$ cat src/rtl/sd_cmd_pkg.sv
package sd_cmd_pkg;

  localparam int FRAME_BITS = 48;
  localparam int LONG_BITS  = 136;
  localparam int BODY_BITS  = 40;
  localparam int CRC_BITS   = 7;

  typedef enum logic [2:0] {
    S_IDLE,
    S_WAITD,
    S_PRE,
    S_SEND,
    S_TURN,
    S_RECV,
    S_BOOT
  } seq_state_t;

  typedef struct packed {
    logic resp_on;
    logic resp_long;
    logic crc_on;
    logic init_on;
    logic ack_on;
  } cmd_flags_t;

  // One serial step of the CRC7 divider, generator x^7 + x^3 + 1.
  function automatic logic [6:0] crc7_step(input logic [6:0] c, input logic b);
    logic fb;
    fb = b ^ c[6];
    return {c[5:0], 1'b0} ^ (fb ? 7'h09 : 7'h00);
  endfunction

  // Number of response bits for the selected length.
  function automatic logic [7:0] resp_len(input logic is_long);
    return is_long ? 8'(LONG_BITS) : 8'(FRAME_BITS);
  endfunction

  // Whether received bit number k takes part in the response CRC.
  function automatic logic crc_covers(input logic is_long, input logic [7:0] k);
    if (is_long) return (k >= 8'd8) && (k < 8'd128);
    return k < 8'(BODY_BITS);
  endfunction

endpackage

$ cat src/rtl/sd_cmd_tx.sv
module sd_cmd_tx
  import sd_cmd_pkg::*;
(
  input  logic        clk,
  input  logic        rst_n,
  input  logic        load,
  input  logic [5:0]  idx,
  input  logic [31:0] arg,
  input  logic        shift,
  output logic        bit_o,
  output logic        last_o
);

  logic [BODY_BITS-1:0] body;
  logic [CRC_BITS-1:0]  crc;
  logic [5:0]           pos;

  always_ff @(posedge clk) begin
    if (!rst_n) begin
      body <= '0;
      crc  <= '0;
      pos  <= '0;
    end else if (load) begin
      body <= {1'b0, 1'b1, idx, arg};
      crc  <= '0;
      pos  <= '0;
    end else if (shift) begin
      pos <= pos + 6'd1;
      if (pos < 6'(BODY_BITS)) begin
        body <= {body[BODY_BITS-2:0], 1'b0};
        crc  <= crc7_step(crc, body[BODY_BITS-1]);
      end else begin
        crc  <= {crc[CRC_BITS-2:0], 1'b0};
      end
    end
  end

  always_comb begin
    if (pos < 6'(BODY_BITS))             bit_o = body[BODY_BITS-1];
    else if (pos < 6'(FRAME_BITS - 1))   bit_o = crc[CRC_BITS-1];
    else                                 bit_o = 1'b1;
  end

  assign last_o = shift && (pos == 6'(FRAME_BITS - 1));

endmodule

$ cat src/rtl/sd_cmd_rx.sv
module sd_cmd_rx
  import sd_cmd_pkg::*;
(
  input  logic                 clk,
  input  logic                 rst_n,
  input  logic                 clear,
  input  logic                 sample,
  input  logic                 long_sel,
  input  logic                 bit_i,
  output logic                 last_o,
  output logic                 crc_ok_o,
  output logic [LONG_BITS-1:0] resp_o
);

  logic [LONG_BITS-2:0] sr;
  logic [7:0]           cnt;
  logic [6:0]           acc;

  assign last_o   = sample && (cnt == resp_len(long_sel) - 8'd1);
  assign crc_ok_o = (acc == sr[6:0]);

  always_ff @(posedge clk) begin
    if (!rst_n) begin
      sr     <= '0;
      cnt    <= '0;
      acc    <= '0;
      resp_o <= '0;
    end else if (clear) begin
      sr  <= '0;
      cnt <= '0;
      acc <= '0;
    end else if (sample) begin
      sr  <= {sr[LONG_BITS-3:0], bit_i};
      cnt <= cnt + 8'd1;
      if (crc_covers(long_sel, cnt)) acc <= crc7_step(acc, bit_i);
      if (last_o) begin
        if (long_sel) resp_o <= {sr, bit_i};
        else          resp_o <= {{(LONG_BITS-FRAME_BITS){1'b0}}, sr[FRAME_BITS-2:0], bit_i};
      end
    end
  end

endmodule

$ cat src/rtl/sd_boot_ack.sv
module sd_boot_ack #(
  parameter int WIN = 64
) (
  input  logic clk,
  input  logic rst_n,
  input  logic clear,
  input  logic en,
  input  logic ack_i,
  output logic miss_o
);

  localparam int AW = $clog2(WIN + 1);

  logic [1:0]    hist;
  logic [AW-1:0] cnt;
  logic          seen;
  logic          closed;
  logic          match;

  // hist[1] is the older sample; a hit is older 0, middle 1, current 0
  assign match = (hist == 2'b01) && !ack_i;

  always_ff @(posedge clk) begin
    if (!rst_n) begin
      hist   <= 2'b11;
      cnt    <= '0;
      seen   <= 1'b0;
      closed <= 1'b0;
      miss_o <= 1'b0;
    end else begin
      miss_o <= 1'b0;
      if (clear) begin
        hist   <= 2'b11;
        cnt    <= '0;
        seen   <= 1'b0;
        closed <= 1'b0;
      end else if (en && !closed) begin
        hist <= {hist[0], ack_i};
        seen <= seen | match;
        if (cnt == AW'(WIN - 1)) begin
          closed <= 1'b1;
          miss_o <= !(seen | match);
        end else begin
          cnt <= cnt + 1'b1;
        end
      end
    end
  end

endmodule

$ cat src/rtl/sd_cmd_sequencer.sv
module sd_cmd_sequencer
  import sd_cmd_pkg::*;
#(
  parameter int INIT_CYCLES  = 80,
  parameter int RESP_TIMEOUT = 64,
  parameter int ACK_WINDOW   = 64
) (
  input  logic                 clk,
  input  logic                 rst_n,
  input  logic                 cmd_start,
  input  logic [5:0]           cmd_index,
  input  logic [31:0]          cmd_arg,
  input  logic                 resp_expect,
  input  logic                 resp_long,
  input  logic                 resp_crc_chk,
  input  logic                 init_seq,
  input  logic                 wait_prev,
  input  logic                 boot_enable,
  input  logic                 boot_disable,
  input  logic                 boot_ack_expect,
  input  logic                 data_busy,
  input  logic                 cmd_in,
  input  logic                 boot_ack_in,
  output logic                 cmd_out,
  output logic                 cmd_oe,
  output logic                 busy,
  output logic                 cmd_done,
  output logic                 resp_timeout,
  output logic                 resp_crc_err,
  output logic                 boot_ack_err,
  output logic [LONG_BITS-1:0] resp_bits
);

  localparam int CNT_TOP = (INIT_CYCLES > RESP_TIMEOUT) ? INIT_CYCLES : RESP_TIMEOUT;
  localparam int CW      = $clog2(CNT_TOP + 1);

  seq_state_t st;
  cmd_flags_t flg;
  logic [CW-1:0] cnt;

  // named events for the checker
  logic in_pre, in_send, in_wait, in_boot, in_listen, crc_flag;
  logic take_cmd, take_boot, tx_load, tx_bit, tx_last;
  logic rx_clear, rx_sample, rx_last, rx_crc_ok;
  logic ack_clear, ack_en;

  assign in_pre    = (st == S_PRE);
  assign in_send   = (st == S_SEND);
  assign in_wait   = (st == S_WAITD);
  assign in_boot   = (st == S_BOOT);
  assign in_listen = (st == S_TURN) || (st == S_RECV);
  assign crc_flag  = flg.crc_on;

  assign take_cmd  = (st == S_IDLE) && cmd_start;
  assign take_boot = take_cmd && boot_enable;
  assign tx_load   = take_cmd && !boot_enable;
  assign rx_clear  = in_send && tx_last;
  assign rx_sample = ((st == S_TURN) && !cmd_in) || (st == S_RECV);
  assign ack_clear = take_boot;
  assign ack_en    = in_boot && flg.ack_on;

  sd_cmd_tx u_tx (
    .clk    (clk),
    .rst_n  (rst_n),
    .load   (tx_load),
    .idx    (cmd_index),
    .arg    (cmd_arg),
    .shift  (in_send),
    .bit_o  (tx_bit),
    .last_o (tx_last)
  );

  sd_cmd_rx u_rx (
    .clk      (clk),
    .rst_n    (rst_n),
    .clear    (rx_clear),
    .sample   (rx_sample),
    .long_sel (flg.resp_long),
    .bit_i    (cmd_in),
    .last_o   (rx_last),
    .crc_ok_o (rx_crc_ok),
    .resp_o   (resp_bits)
  );

  sd_boot_ack #(.WIN(ACK_WINDOW)) u_ack (
    .clk    (clk),
    .rst_n  (rst_n),
    .clear  (ack_clear),
    .en     (ack_en),
    .ack_i  (boot_ack_in),
    .miss_o (boot_ack_err)
  );

  always_ff @(posedge clk) begin
    if (!rst_n) begin
      st           <= S_IDLE;
      flg          <= '0;
      cnt          <= '0;
      cmd_done     <= 1'b0;
      resp_timeout <= 1'b0;
      resp_crc_err <= 1'b0;
    end else begin
      cmd_done     <= 1'b0;
      resp_timeout <= 1'b0;
      resp_crc_err <= 1'b0;
      unique case (st)
        S_IDLE: if (cmd_start) begin
          flg.resp_on   <= resp_expect;
          flg.resp_long <= resp_long;
          flg.crc_on    <= resp_crc_chk;
          flg.init_on   <= init_seq && !boot_enable;
          flg.ack_on    <= boot_ack_expect;
          cnt           <= '0;
          if (boot_enable)                st <= S_BOOT;
          else if (wait_prev && data_busy) st <= S_WAITD;
          else if (init_seq)              st <= S_PRE;
          else                            st <= S_SEND;
        end
        S_WAITD: if (!data_busy) st <= flg.init_on ? S_PRE : S_SEND;
        S_PRE: begin
          if (cnt == CW'(INIT_CYCLES - 1)) st <= S_SEND;
          else                             cnt <= cnt + 1'b1;
        end
        S_SEND: if (tx_last) begin
          cnt <= '0;
          if (flg.resp_on) begin
            st <= S_TURN;
          end else begin
            st       <= S_IDLE;
            cmd_done <= 1'b1;
          end
        end
        S_TURN: begin
          if (!cmd_in) begin
            st <= S_RECV;
          end else if (cnt == CW'(RESP_TIMEOUT - 1)) begin
            st           <= S_IDLE;
            resp_timeout <= 1'b1;
          end else begin
            cnt <= cnt + 1'b1;
          end
        end
        S_RECV: if (rx_last) begin
          st           <= S_IDLE;
          cmd_done     <= 1'b1;
          resp_crc_err <= flg.crc_on && !rx_crc_ok;
        end
        S_BOOT: if (cmd_start && boot_disable) begin
          st       <= S_IDLE;
          cmd_done <= 1'b1;
        end
        default: st <= S_IDLE;
      endcase
    end
  end

  assign busy   = (st != S_IDLE);
  assign cmd_oe = in_pre || in_send || in_boot;

  always_comb begin
    if (in_send)      cmd_out = tx_bit;
    else if (in_boot) cmd_out = 1'b0;
    else              cmd_out = 1'b1;
  end

endmodule

$ cat config.mk
export PLATFORM = sky130hd
export DESIGN_NAME = sd_cmd_sequencer
export DESIGN_NICKNAME = d
export VERILOG_FILES = /design/src/rtl/sd_cmd_pkg.sv /design/src/rtl/sd_cmd_tx.sv /design/src/rtl/sd_cmd_rx.sv /design/src/rtl/sd_boot_ack.sv /design/src/rtl/sd_cmd_sequencer.sv
export SDC_FILE = /design/constraint.sdc
export NUM_CORES = 1
export LEC_CHECK = 0
export ABC_AREA = 1
export BUFFER_PORTS_ARGS = -buffer_cell sky130_fd_sc_hd__buf_2
export CAP_MARGIN = 0
export CELL_PAD_IN_SITES_DETAIL_PLACEMENT = 1
export CELL_PAD_IN_SITES_GLOBAL_PLACEMENT = 1
export CORE_MARGIN = 5
export CORE_UTILIZATION = 40
export DETAILED_ROUTE_END_ITERATION = 6
export GPL_TIMING_DRIVEN = 0
export PLACE_DENSITY_LB_ADDON = 0.1
export SLEW_MARGIN = 15
export SYNTH_ARGS = -nofsm -noshare
export SYNTH_HDL_FRONTEND = slang
export SYNTH_HIERARCHICAL = 1
export SYNTH_SLANG_ARGS = --single-unit
$ cat constraint.sdc
create_clock -name clk -period 6.1 [get_ports clk]
set_clock_uncertainty 0.1 [all_clocks]
set_input_delay 0 -clock clk [delete_from_list [all_inputs] [get_ports clk]]
set_output_delay 0 -clock clk [all_outputs]
set_load 0.02 [all_outputs]
==> qor.yml <==
run_status:
  status: "completed"
route:
  first_iter_violations: 814
  average_wire_per_standard_cell_um: 16.4
  drt-vias-per-instance: 4.97
  drc: 0
  dr_total_vias: 15500
  finalWirelength_um: 51200
  detail_route.first_pass.iterations: 5
  route.antenna.remaining_nets: 0
floorplanning:
  core_mm2: 0.0395
  floorplan.io_pins: 195
  total_die_area_mm2: 0.0440
  width_of_the_chip_um: 210
  die-height_um: 210
  initial_utilization_pct: 40.3
  placementRows: 73
worst_setup_path:
  worstPathMaxFanout: 11
  crit_type: "flip-flop to flip-flop"
  critPathCaptureType: "flip-flop"
  worstSetupStartpointType: "flip-flop"
  worst_ep_required_time_ns: 6.44
  cp.arrival_ns: 4.76
sta:
  fin_tns_setup_ns: 0
  finalCriticalPeriod_ns: 4.42
  period_share_pct: 72.5
  setup_repair_after_global_routing_missed_its_margin: "false"
  final-hold-violation-count: 0
  fmax_ghz: 0.226
  relSlewSlack_pct: 27.6
  slew_violations: 0
  setup_viol: 0
  slew_at_the_pin_closest_to_its_max_slew_limit_ns: 1.09
global_route:
  global_route.usage.total_pct: 22.7
  grt_pass1_vias: 16300
  antenna_found_initial: 2
  globalRouteOverflowTotal: 0
  pin_count_of_the_biggest_net_entering_global_routing: 14
  grt_first_pass_wirelength_um: 83000
logic_synthesis:
  synth_enable_flop_cells: 0
  ys_seq_elements: 369
  yosys.area_share.xor_xnor_pct: 0.384
  synth-seq-area-share_pct: 46.3
  post_synth_and_or_nand_nor_area_fraction_pct: 30.0
  muxShareOfSynthArea_pct: 0.0706
  syn_area_mm2: 0.0160
  yosysWarnings: 6
  synth_compound_gate_area_share_pct: 13.5
  synthAdderAreaFrac_pct: 0.392
  dominantRegCellSynth: "dfxtp_1"
  synth-async-reset-ratio_pct: 0
  largest_family_of_logic_cells_by_synthesized_area: "simple AND/OR/NAND/NOR gates"
  syn-instance-count: 2254
  synthesized_net_count: 2311
  syn_area_per_cell_um2: 7.08
  synth.distinct_cells: 41
clock_tree:
  clkSinkCount: 369
  cts_tree: "built"
  htree_num_levels: 2
  clock_tree.buffer_depth: 3
  clk-insertion-delay-late_ns: 0.55
  clkSlewWorstSetupHoldPaths_ns: 0.05
  ctsResizeCount: 0
  cts-buffers-inserted: 43
  cts.root.buffer_cell: "clkbuf_16"
  post-cts-setup-buffers: 0
placement:
  place_hpwl_um: 35600
  portBuffers: 194
  gp_congestion: 0.820
  place_area_mm2: 0.0176
power:
  switchingPower_mw: 1.92
  power.combinational.fraction_pct: 18.4
  internal_power_mw: 4.64
  max-vdd-ir-drop_mv: 0.185
  power.static_leakage_nw: 8.28
  power.share.switching_pct: 29.3
  clkPwrFrac_pct: 41.0
  power_per_cell_area_mw_per_mm2: 333
  seq_power_share_pct: 40.6
layout:
  fill_cells: 5109
  mostFrequentLayoutCells: "619 x nand2_1, 369 x dfxtp_1, 311 x a21oi_1"
  number_of_nets_at_the_end_of_the_flow: 2616
  flow.area_growth_from_synthesis_pct: 23.7
  fraction_of_layout_instances_using_a_drive_strength_above_1_pct: 16.0
  layout_commonest_cell: "nand2_1"
  stdcell_area_mm2: 0.0197
job:
  maxCapViolCount: 0
worst_hold_path:
  holdCritPathClass: "input port to flip-flop"
synthesized netlist by cell type (2+ instances only):
cell / count / area [um2]
nand3b_1: 5 / 37.5
inv_1: 143 / 537
buf_1: 16 / 60.1
ha_1: 5 / 62.6
buf_6: 28 / 315
o21ai_0: 70 / 350
nand2_1: 619 / 2320
xnor2_1: 4 / 35.0
nor2_1: 258 / 968
buf_4: 2 / 15.0
nor2_2: 10 / 62.6
xor2_1: 3 / 26.3
a211oi_1: 2 / 15.0
o211ai_1: 3 / 22.5
nand2_2: 20 / 125
nor4_1: 2 / 12.5
dfxtp_1: 369 / 7390
a21oi_2: 20 / 175
nor2_4: 7 / 78.8
clkbuf_1: 63 / 236
nand3_1: 194 / 971
nand4_1: 17 / 106
buf_2: 46 / 230
a21oi_1: 311 / 1560
inv_2: 12 / 45.0
nor3_1: 10 / 50.1
power by group through the flow:
| stage | clock network [mW] | registers (mW) | logic [mW] |
|---|---|---|---|
| 6_report | 2.69 | 2.66 | 1.21 |
| 2_1_floorplan | 0 | 2.68 | 0.820 |
| 3_3_place_gp | 0 | 2.70 | 1.09 |
| 5_1_grt | 2.86 | 2.68 | 1.35 |
| 3_5_place_dp | 0 | 2.71 | 1.13 |
| 4_1_cts | 2.77 | 2.66 | 1.20 |
cell families (layout without fill, tap and decap cells):
family                   after synthesis  after routing
adder cells (fa/ha/maj)                5              5
buffers and inverters                315            649
AO/OA/AOI/OAI                        411            411
multiplexers                           1              1
AND/OR/NAND/NOR                     1146           1146
flip-flops                           369            369
XOR/XNOR                               7              7
other                                  0              1
metal layers:
metal,up-vias,global-route usage (%),wire length [um]
met1,7344,28.4,23000
met2,213,40.5,25000
met5,-,0,0
met4,0,7.34,1510
met3,92,3.27,1640
li1,7815,-,-
worst max-delay path, cell delays in order, from the launching register on:
cell and delay (ns):
dfxtp_1 0.34, inv_1 0.13, a211oi_1 0.86, nand2_1 0.11, nor2_1 0.14, nand2_1 0.11, nor2_4 0.20, buf_6 0.29
buf_6 0.22, inv_1 0.06, nand4_1 0.08, nand3_1 0.10, nor2_1 0.19, nand2_1 0.14, nor2_1 0.10, dlygate4sd3_1 0.55
nor2_1 0.05, dlygate4sd3_1 0.54
timing repair:
action                                  CTS  global route
hold buffers                             66             0
hold endpoints to repair                 77             0
endpoints found under the setup margin    0             0
sequential cells by signal, indices dropped and copies added, names as in the netlist:
signal and cells:
cnt 7, u_tx/pos 6, cmd_done 1, crc_flag 1, u_ack/hist 2, u_ack/cnt 7, u_rx/resp_o 136, u_rx/sr 135
u_rx/cnt 8, u_ack/closed 1, flg 4, u_tx/crc 7, resp_timeout 1, u_rx/acc 7, u_tx/body 40, st 3
u_ack/seen 1, u_ack/miss_o 1, resp_crc_err 1
final cells by class:
class | instances | area [um2] | area share, %
multi-input cells | 1570 | 7070 | 35.9
clock inverters | 6 | 130 | 0.660
clock buffers | 68 | 1350 | 6.86
inverters | 157 | 592 | 3.00
repair buffers | 260 | 1630 | 8.27
diodes | 1 | 2.50 | 0.0127
plain buffers | 158 | 900 | 4.56
well taps | 525 | 657 | 3.33
flip-flops and latches | 369 | 7390 | 37.5
metrics by stage:
| step | hold WS, ns | utilization [%] | worst slack (ns) | cells | power, mW |
|---|---|---|---|---|---|
| floorplan | 0.0204 | - | 3.63 | 2254 | 3.50 |
| global placement | 0.126 | 44.4 | 2.39 | 2973 | 3.79 |
| detailed placement | 0.135 | 44.4 | 2.31 | 2973 | 3.84 |
| CTS | 0.00189 | 49.9 | 1.68 | 3113 | 6.63 |
| global route | 0.104 | 49.9 | 1.39 | 3114 | 6.89 |
| finish | 0.0474 | 49.9 | 1.68 | 3114 | 6.56 |
worst paths after layout:
kind,from,to,slack [ns],depth (start not counted)
hold / removal,data_busy,st[0],0.05,8
hold reg to reg,u_tx/crc[3],u_tx/crc[4],0.36,2
setup reg to reg,st[2],st[2],1.68,17
setup / recovery,st[2],st[2],1.68,17
Note: power is estimated with default switching activity, not from simulation.
